<file path="config.mk">
export PLATFORM = sky130hd
export DESIGN_NAME = stamp32k_timer
export DESIGN_NICKNAME = d
export VERILOG_FILES = /design/src/rtl/stamp32k_pkg.sv /design/src/rtl/stamp32k_counter.sv /design/src/rtl/stamp32k_decode.sv /design/src/rtl/stamp32k_readout.sv /design/src/rtl/stamp32k_timer.sv
export SDC_FILE = /design/constraint.sdc
export NUM_CORES = 1
export LEC_CHECK = 0
export BUFFER_PORTS_ARGS = -buffer_cell sky130_fd_sc_hd__buf_4
export CORE_MARGIN = 5
export CORE_UTILIZATION = 53
export DETAILED_ROUTE_END_ITERATION = 10
export PLACE_DENSITY = 0.74
export SLEW_MARGIN = 20
export SYNTH_ARGS = -nofsm -noshare
export SYNTH_HDL_FRONTEND = slang
export SYNTH_HIERARCHICAL = 1
export SYNTH_SLANG_ARGS = --single-unit
</file>
<file path="constraint.sdc">
create_clock -name clk -period 5.75 [get_ports clk]
set_input_delay 1.15 -clock clk [delete_from_list [all_inputs] [get_ports clk]]
set_output_delay 1.15 -clock clk [all_outputs]
set_load 0.02 [all_outputs]
</file>
<file path="src/rtl/stamp32k_pkg.sv">
package stamp32k_pkg;

  typedef enum logic [1:0] {
    SZ_BYTE = 2'd0,
    SZ_HALF = 2'd1,
    SZ_WORD = 2'd2,
    SZ_RSVD = 2'd3
  } acc_size_e;

  typedef struct packed {
    logic        refuse;    // access is illegal: error pulse
    logic        take_hold; // return holding register
    logic        load_hold; // capture upper half of word_val
    logic        half;      // return only lower half of word_val
  } acc_kind_t;

endpackage

</file>
<file path="src/rtl/stamp32k_counter.sv">
module stamp32k_counter #(
  parameter int CNT_W = 32
) (
  input  logic             clk,
  input  logic             rst,
  input  logic             tick_en,
  output logic [CNT_W-1:0] count
);

  always_ff @(posedge clk) begin
    if (rst) count <= '0;
    else if (tick_en) count <= count + 1'b1;
  end

  // one step per tick, wrap to zero after all ones
  a_r1_tick_step: assert property (@(posedge clk) disable iff (rst)
    $past(tick_en) && !$past(rst) |-> count == $past(count) + 1'b1);
  a_r1_no_tick_hold: assert property (@(posedge clk) disable iff (rst)
    !$past(tick_en) && !$past(rst) |-> count == $past(count));
  a_r1_wrap: assert property (@(posedge clk) disable iff (rst)
    tick_en && (&count) |=> count == '0);

endmodule

</file>
<file path="src/rtl/stamp32k_decode.sv">
module stamp32k_decode
  import stamp32k_pkg::*;
#(
  parameter int          ADDR_W  = 8,
  parameter int          DATA_W  = 32,
  parameter logic [ADDR_W-1:0] REV_OFS = 'h00,
  parameter logic [ADDR_W-1:0] CNT_OFS = 'h10,
  parameter logic [DATA_W-1:0] REV_VAL = 'h21
) (
  input  logic [ADDR_W-1:0] addr,
  input  logic              rd,
  input  logic              wr,
  input  logic [1:0]        size,
  input  logic [DATA_W-1:0] count,
  output acc_kind_t         kind,
  output logic [DATA_W-1:0] word_val
);

  logic              hit_rev, hit_cnt, hit_none;
  logic [DATA_W-1:0] lookup;

  always_comb begin
    hit_rev  = (addr == REV_OFS);
    hit_cnt  = (addr == CNT_OFS);
    hit_none = !hit_rev && !hit_cnt;
    lookup   = hit_rev ? REV_VAL : (hit_cnt ? count : '0);
  end

  always_comb begin
    kind     = '0;
    word_val = '0;
    if (wr) begin
      kind.refuse = 1'b1;
    end else if (rd) begin
      unique case (acc_size_e'(size))
        SZ_WORD: begin
          word_val    = lookup;
          kind.refuse = hit_none;
        end
        SZ_HALF: begin
          if (addr[1]) begin
            kind.take_hold = 1'b1;
          end else begin
            word_val       = lookup;
            kind.half      = 1'b1;
            kind.load_hold = 1'b1;
            kind.refuse    = hit_none;
          end
        end
        default: kind.refuse = 1'b1;
      endcase
    end
  end

endmodule

</file>
<file path="src/rtl/stamp32k_readout.sv">
module stamp32k_readout
  import stamp32k_pkg::*;
#(
  parameter int DATA_W = 32
) (
  input  logic              clk,
  input  logic              rst,
  input  logic              rd,
  input  logic              wr,
  input  logic              hi_addr,
  input  logic [1:0]        size,
  input  acc_kind_t         kind,
  input  logic [DATA_W-1:0] word_val,
  output logic [DATA_W-1:0] rdata,
  output logic              err
);

  localparam int HALF_W = DATA_W / 2;

  logic [HALF_W-1:0] hold_q;

  always_ff @(posedge clk) begin
    if (rst) begin
      hold_q <= '0;
      rdata  <= '0;
      err    <= 1'b0;
    end else begin
      err <= kind.refuse;
      if (kind.take_hold)
        rdata <= {{(DATA_W-HALF_W){1'b0}}, hold_q};
      else if (kind.half)
        rdata <= {{(DATA_W-HALF_W){1'b0}}, word_val[HALF_W-1:0]};
      else
        rdata <= word_val;
      if (kind.load_hold)
        hold_q <= word_val[DATA_W-1:HALF_W];
    end
  end

  // a write leaves the holding register alone and is refused
  a_r7_write_keeps_hold: assert property (@(posedge clk) disable iff (rst)
    wr |=> $stable(hold_q));
  a_r7_write_err: assert property (@(posedge clk) disable iff (rst)
    wr |=> err);
  // upper-half read returns the stored half without error
  a_r6_hold_return: assert property (@(posedge clk) disable iff (rst)
    rd && !wr && size == 2'd1 && hi_addr |=>
      rdata == {{(DATA_W-HALF_W){1'b0}}, $past(hold_q)} && !err);
  // byte and reserved sizes refused, hold untouched
  a_r8_bad_width: assert property (@(posedge clk) disable iff (rst)
    rd && !wr && (size == 2'd0 || size == 2'd3) |=> err && rdata == '0 && $stable(hold_q));
  // refused accesses return zero data
  a_r9_err_zero_data: assert property (@(posedge clk) disable iff (rst)
    err |-> rdata == '0);
  // no strobe, quiet outputs
  a_r10_idle_quiet: assert property (@(posedge clk) disable iff (rst)
    !rd && !wr |=> !err && rdata == '0);

endmodule

</file>
<file path="src/rtl/stamp32k_timer.sv">
module stamp32k_timer
  import stamp32k_pkg::*;
#(
  parameter int          ADDR_W  = 8,
  parameter int          DATA_W  = 32,
  parameter logic [ADDR_W-1:0] REV_OFS = 'h00,
  parameter logic [ADDR_W-1:0] CNT_OFS = 'h10,
  parameter logic [DATA_W-1:0] REV_VAL = 'h21
) (
  input  logic              clk,
  input  logic              rst,
  input  logic              tick_en,
  input  logic [ADDR_W-1:0] bus_addr,
  input  logic              bus_rd,
  input  logic              bus_wr,
  input  logic [1:0]        bus_size,
  output logic [DATA_W-1:0] rdata,
  output logic              err
);

  logic [DATA_W-1:0] count;
  logic [DATA_W-1:0] word_val;
  acc_kind_t         kind;

  stamp32k_counter #(.CNT_W(DATA_W)) u_cnt (
    .clk     (clk),
    .rst     (rst),
    .tick_en (tick_en),
    .count   (count)
  );

  stamp32k_decode #(
    .ADDR_W (ADDR_W),
    .DATA_W (DATA_W),
    .REV_OFS(REV_OFS),
    .CNT_OFS(CNT_OFS),
    .REV_VAL(REV_VAL)
  ) u_dec (
    .addr    (bus_addr),
    .rd      (bus_rd),
    .wr      (bus_wr),
    .size    (bus_size),
    .count   (count),
    .kind    (kind),
    .word_val(word_val)
  );

  stamp32k_readout #(.DATA_W(DATA_W)) u_out (
    .clk     (clk),
    .rst     (rst),
    .rd      (bus_rd),
    .wr      (bus_wr),
    .hi_addr (bus_addr[1]),
    .size    (bus_size),
    .kind    (kind),
    .word_val(word_val),
    .rdata   (rdata),
    .err     (err)
  );

  // identification word on a full-width read
  a_r3_rev_word: assert property (@(posedge clk) disable iff (rst)
    bus_rd && !bus_wr && bus_size == 2'd2 && bus_addr == REV_OFS |=> rdata == REV_VAL && !err);
  // full-width count read returns the count at the strobe
  a_r4_count_word: assert property (@(posedge clk) disable iff (rst)
    bus_rd && !bus_wr && bus_size == 2'd2 && bus_addr == CNT_OFS |=> rdata == $past(count) && !err);

endmodule

</file>
Yosys cells after proc, flatten, opt, wreduce, memory -nomap -nowiden:

Cells that the tools add are included.

* bits in registers: 81
* bits of input ports: 15
* output and inout bits: 33
* logic and storage cells: 29

* add/subtract/negate cells: 1
* eq/ne operators: 3
* mux-type cells: 15
* reduce and logical (&&, ||, !) cells: 5

Operator list (count)
* 32-bit 2-to-1 mux: 5
* 32-bit one-hot mux with 2 select lines: 1
* 32-bit by 1-bit adder with 32-bit output (second input constant): 1
* 16-bit 2-to-1 mux: 1
* 8-bit by 5-bit equality test with 1-bit output (second input constant): 1
* 8-bit logical NOT: 1
* 3-bit 2-to-1 mux: 2
* 4-bit 2-to-1 mux: 1
* 1-bit 2-to-1 mux: 3
* 3-bit OR reduction: 1
* 2-bit by 1-bit equality test with 1-bit output (second input constant): 1
* 2-bit equality test (second input constant): 1
* 1-bit logical NOT: 2
* 2-bit 2-to-1 mux: 1
* 1-bit one-hot mux with 2 select lines: 1
* 1-bit logical AND: 1

Depth between registers and ports, before layout:

* depth in word-level cells: 8
* depth in mapped cells: 9
* mapped depth without buffers: 7

Hierarchy:

The synthesis kept the hierarchy.

By module, submodules not included
* stamp32k_readout: times used 1, cells each 140, area an instance 1610.3 um^2, sequential area each 980.9 um^2
* stamp32k_counter: times used 1, cells each 181, area an instance 1564.0 um^2, sequential area each 640.6 um^2
* stamp32k_decode: times used 1, cells each 88, area an instance 633.1 um^2, sequential area each 0.0 um^2

Worst setup path before layout:

Ideal clock, no wire load.

* path kind: in2reg
* start: input bus_size[1]
* end: register u_out.hold_q[10]
* setup time: 128 ps
* arrival: 2542 ps
* required time: 5622 ps
* setup slack: 3080 ps
* cell stages on the path: 9
* buffers on the path: 3
* path through: inv_1 -> ha_1 -> nand2b_1 -> nor3_1 -> buf_4 -> buf_4 -> buf_4 -> mux2i_1 -> nor2_1

RTL lines
* start, declared: RTL line stamp32k_timer.sv:16 `input logic [1:0] bus_size,`
* end signal, assigned: RTL line stamp32k_readout.sv:36 `hold_q <= word_val[DATA_W-1:HALF_W];`
* end, declared: RTL line stamp32k_readout.sv:20 `logic [HALF_W-1:0] hold_q;`

==> results.sh <==
export IMPL_syn_inst=409
export IMPL_dp_hpwl_mm=5.265
export IMPL_drcViolationCount=0
export IMPL_syn_nets=427
export IMPL_end_kind="flop"
export IMPL_start_kind="input pin"
export IMPL_io_pins=48
export IMPL_finalCritPeriodShare_pct=46.91
export IMPL_yosys_area_top_type_share_pct=42.59
export IMPL_power_uw=995.2
export IMPL_place_congestion=0.8049
export IMPL_worst_ep_required_time_ns=5.99
export IMPL_cp_arrival_ns=2.94
export IMPL_synth_cell_type_count=42
export IMPL_grt_pass1_wl_mm=12.24
export IMPL_cts_buffers=9
export IMPL_die_height_um=94.76
export IMPL_clkTransAtPathRegs_ns=0.08
export IMPL_async_flop_share_pct=0
export IMPL_drt_initial_drc_count=157
export IMPL_slew_violations=0
export IMPL_p_leak_uw=0.001525
export IMPL_layout_nets=463
export IMPL_ant_nets=0
export IMPL_final_util_pct=63.06
export IMPL_yosysMostFrequentCell="dfxtp_1"
export IMPL_netlist_area_um2=3807
export IMPL_die_area_um2=8979
export IMPL_cts_buffer_depth=2
export IMPL_area_growth_pct=14.39
export IMPL_clk_latency_ns=0.35
export IMPL_grt_max_degree=78
export IMPL_max_freq_mhz=370.7
export IMPL_holdWs_ns=0.4972
export IMPL_yosysWarningCount=6
export IMPL_synthXorXnorAreaFrac_pct=2.990
export IMPL_viasPerCell=4.993
export IMPL_maxCapViolCount=0
export IMPL_worst_slew_pin_slew_ns=0.8480
export IMPL_synth_compound_area_share_pct=3.648
export IMPL_start_util_pct=55.13
export IMPL_rows=30
export IMPL_grt_pass1_vias=2513
export IMPL_outcome="finished, final reports clean"
export IMPL_drive_gt1_share_pct=26.22
export IMPL_cts_sinks=81
export IMPL_finalSetupViolCount=0
export IMPL_cts_hold_buf=0
export IMPL_numPlacedInstances=530
export IMPL_grt_overflow_total=0
export IMPL_synth_seq_area_share_pct=42.59
export IMPL_synth_top_family_by_area="simple AND/OR/NAND/NOR gates"
export IMPL_htreeDepth=3
export IMPL_cts_setup_buffers=0
export IMPL_totalNegativeSetupSlack_ns=0
export IMPL_relSlewSlack_pct=43.16
export IMPL_ys_top_cells_by_count="dfxtp_1, nor2_1, inv_1"
export IMPL_synth_largest_area_cell="dfxtp_1"
export IMPL_period_minus_slack_ns=2.697
export IMPL_cpPeakStageDelay_ns=0.65
export IMPL_cts_tree="built"
export IMPL_hold_path_class="flop to flop"
export IMPL_port_buffers=47
export IMPL_grt_use_total_pct=17.44
export IMPL_yosys_most_used_dff="dfxtp_1"
export IMPL_fin_cells=546
export IMPL_synthTopCellsByArea="dfxtp_1, mux2i_1, nor3_2"
export IMPL_synth_seq_cells=81
export IMPL_synth_area_per_cell_um2=9.309
export IMPL_die_x_um=94.76
export IMPL_synth_simple_gate_area_share_pct=29.41
export IMPL_num_vias=2726
export IMPL_cts_root_buf="clkbuf_8"
export IMPL_synthAdderAreaFrac_pct=0.9859
export IMPL_drtPass1Iterations=4
export IMPL_powerDensity_nw_per_um2=228.5
export IMPL_cp_slowest_cell="nor3_2"
export IMPL_path_max_fanout=16
export IMPL_path_common_cell="buf_4"
export IMPL_wl_per_cell_um=13.19
export IMPL_cts_resized=0
export IMPL_crit_chain="buf_4, inv_1, ha_1, nand2_1, nor3_2, buf_4, nor3_4, and2_1"
export IMPL_synth_edf_count=0
export IMPL_grt_antenna_before_repair=0
export IMPL_critPathKind="input pin to flop"
export IMPL_crit_family="simple AND/OR/NAND/NOR gates"
export IMPL_worst_clock_skew_ns=0.01107
export IMPL_antenna_diode_count=0
export IMPL_synthMuxAreaShare_pct=11.93
export IMPL_rsz0062_at_grt="no"
export IMPL_peakVddDrop_v=0.0001108
export IMPL_path_buf_inv=3
export IMPL_wirelength_mm=7.201
export IMPL_core_area_um2=6907
export IMPL_final_hold_viol_count=0
==> cell families (layout without fill, tap and decap cells) <==
kind of cell / Yosys count / in the layout
simple gates: 182 / 182
flops: 81 / 81
buf+inv: 67 / 108
mux: 44 / 44
compound gates: 19 / 19
xor+xnor: 13 / 13
fa+ha+maj: 3 / 3
==> cell type report <==
| class | instances | area (um^2) |
|---|---|---|
| clock buffers | 9 | 123.9 |
| clock inverters | 7 | 58.81 |
| fillers | 597 | 2551 |
| inverters | 41 | 153.9 |
| multi-input cells | 261 | 1874 |
| flip-flops and latches | 81 | 1622 |
| well taps | 96 | 120.1 |
| repair buffers | 51 | 402.9 |
==> routing by layer <==
layer / part of all wire [%] / vias to the layer above / global-route usage [%] / wire length [um]
met3: 6.8 / 7 / 3.825 / 491
met1: 47 / 1219 / 24.49 / 3408
met4: 1.1 / 0 / 7.212 / 81
met2: 45 / 71 / 25.78 / 3219
li1: - / 1429 / - / -
met5: 0 / - / 0 / 0
==> cell usage in the layout, fill, tap and decap left out, types with 2 or more instances in the layout <==
| master | n |
|---|---|
| ha_1 | 3 |
| and4_1 | 3 |
| or3_1 | 4 |
| xnor2_1 | 4 |
| buf_4 | 50 |
| nor2b_1 | 11 |
| o21ai_0 | 4 |
| nor4_1 | 2 |
| and3_1 | 2 |
| nor3_2 | 31 |
| nor4_4 | 2 |
| mux2i_1 | 33 |
| mux2_1 | 2 |
| xor2_1 | 9 |
| nand4_1 | 10 |
| and2_1 | 17 |
| clkbuf_8 | 9 |
| mux2_2 | 9 |
| o31ai_1 | 3 |
| a21oi_1 | 7 |
| nand2_1 | 10 |
| a21oi_2 | 2 |
| nor2_1 | 58 |
| nand3_1 | 9 |
| inv_1 | 41 |
| dfxtp_1 | 81 |
| inv_6 | 3 |
| nor3_1 | 12 |
| or4_1 | 3 |
==> worst min-delay path, stage by stage (launching register included) <==
cell and delay, ns:
dfxtp_1 0.33, mux2i_1 0.06, nor2_1 0.07
==> worst paths after layout <==
path	startpoint	endpoint	slack [ns]	cells past startpoint
max	bus_size[1]	u_out/rdata[16]$_SDFF_PP0_	3.05	8
min	u_out/hold_q[5]$_SDFFE_PP0P_	u_out/hold_q[5]$_SDFFE_PP0P_	0.50	2
max reg2reg	u_cnt/count[2]$_SDFFE_PP0P_	u_cnt/count[30]$_SDFFE_PP0P_	3.78	4
min reg2reg	u_out/hold_q[5]$_SDFFE_PP0P_	u_out/hold_q[5]$_SDFFE_PP0P_	0.50	2
==> per-stage QoR <==
stage,setup slack (ns),cell area (um^2)
final,3.053,4355
after global routing,2.910,4355
after CTS,3.030,4355
after detailed placement,2.630,4173
after global placement,2.613,4145
after floorplan,3.080,3807
==> state kept, by name, summed over array words and instances (netlist names) <==
signal,count
u_out/rdata,32
u_out/err,1
u_out/hold_q,16
u_cnt/count,32
==> report_power, final <==
part	internal, uW	switching (uW)	total (uW)	leakage [uW]
Clock	164	222	387	0.0000925
Sequential	562	1.83	564	0.000653
Combinational	15.8	28.2	44.1	0.000779
Total	743	253	995	0.00152
Power figures use the tool's default switching activity.
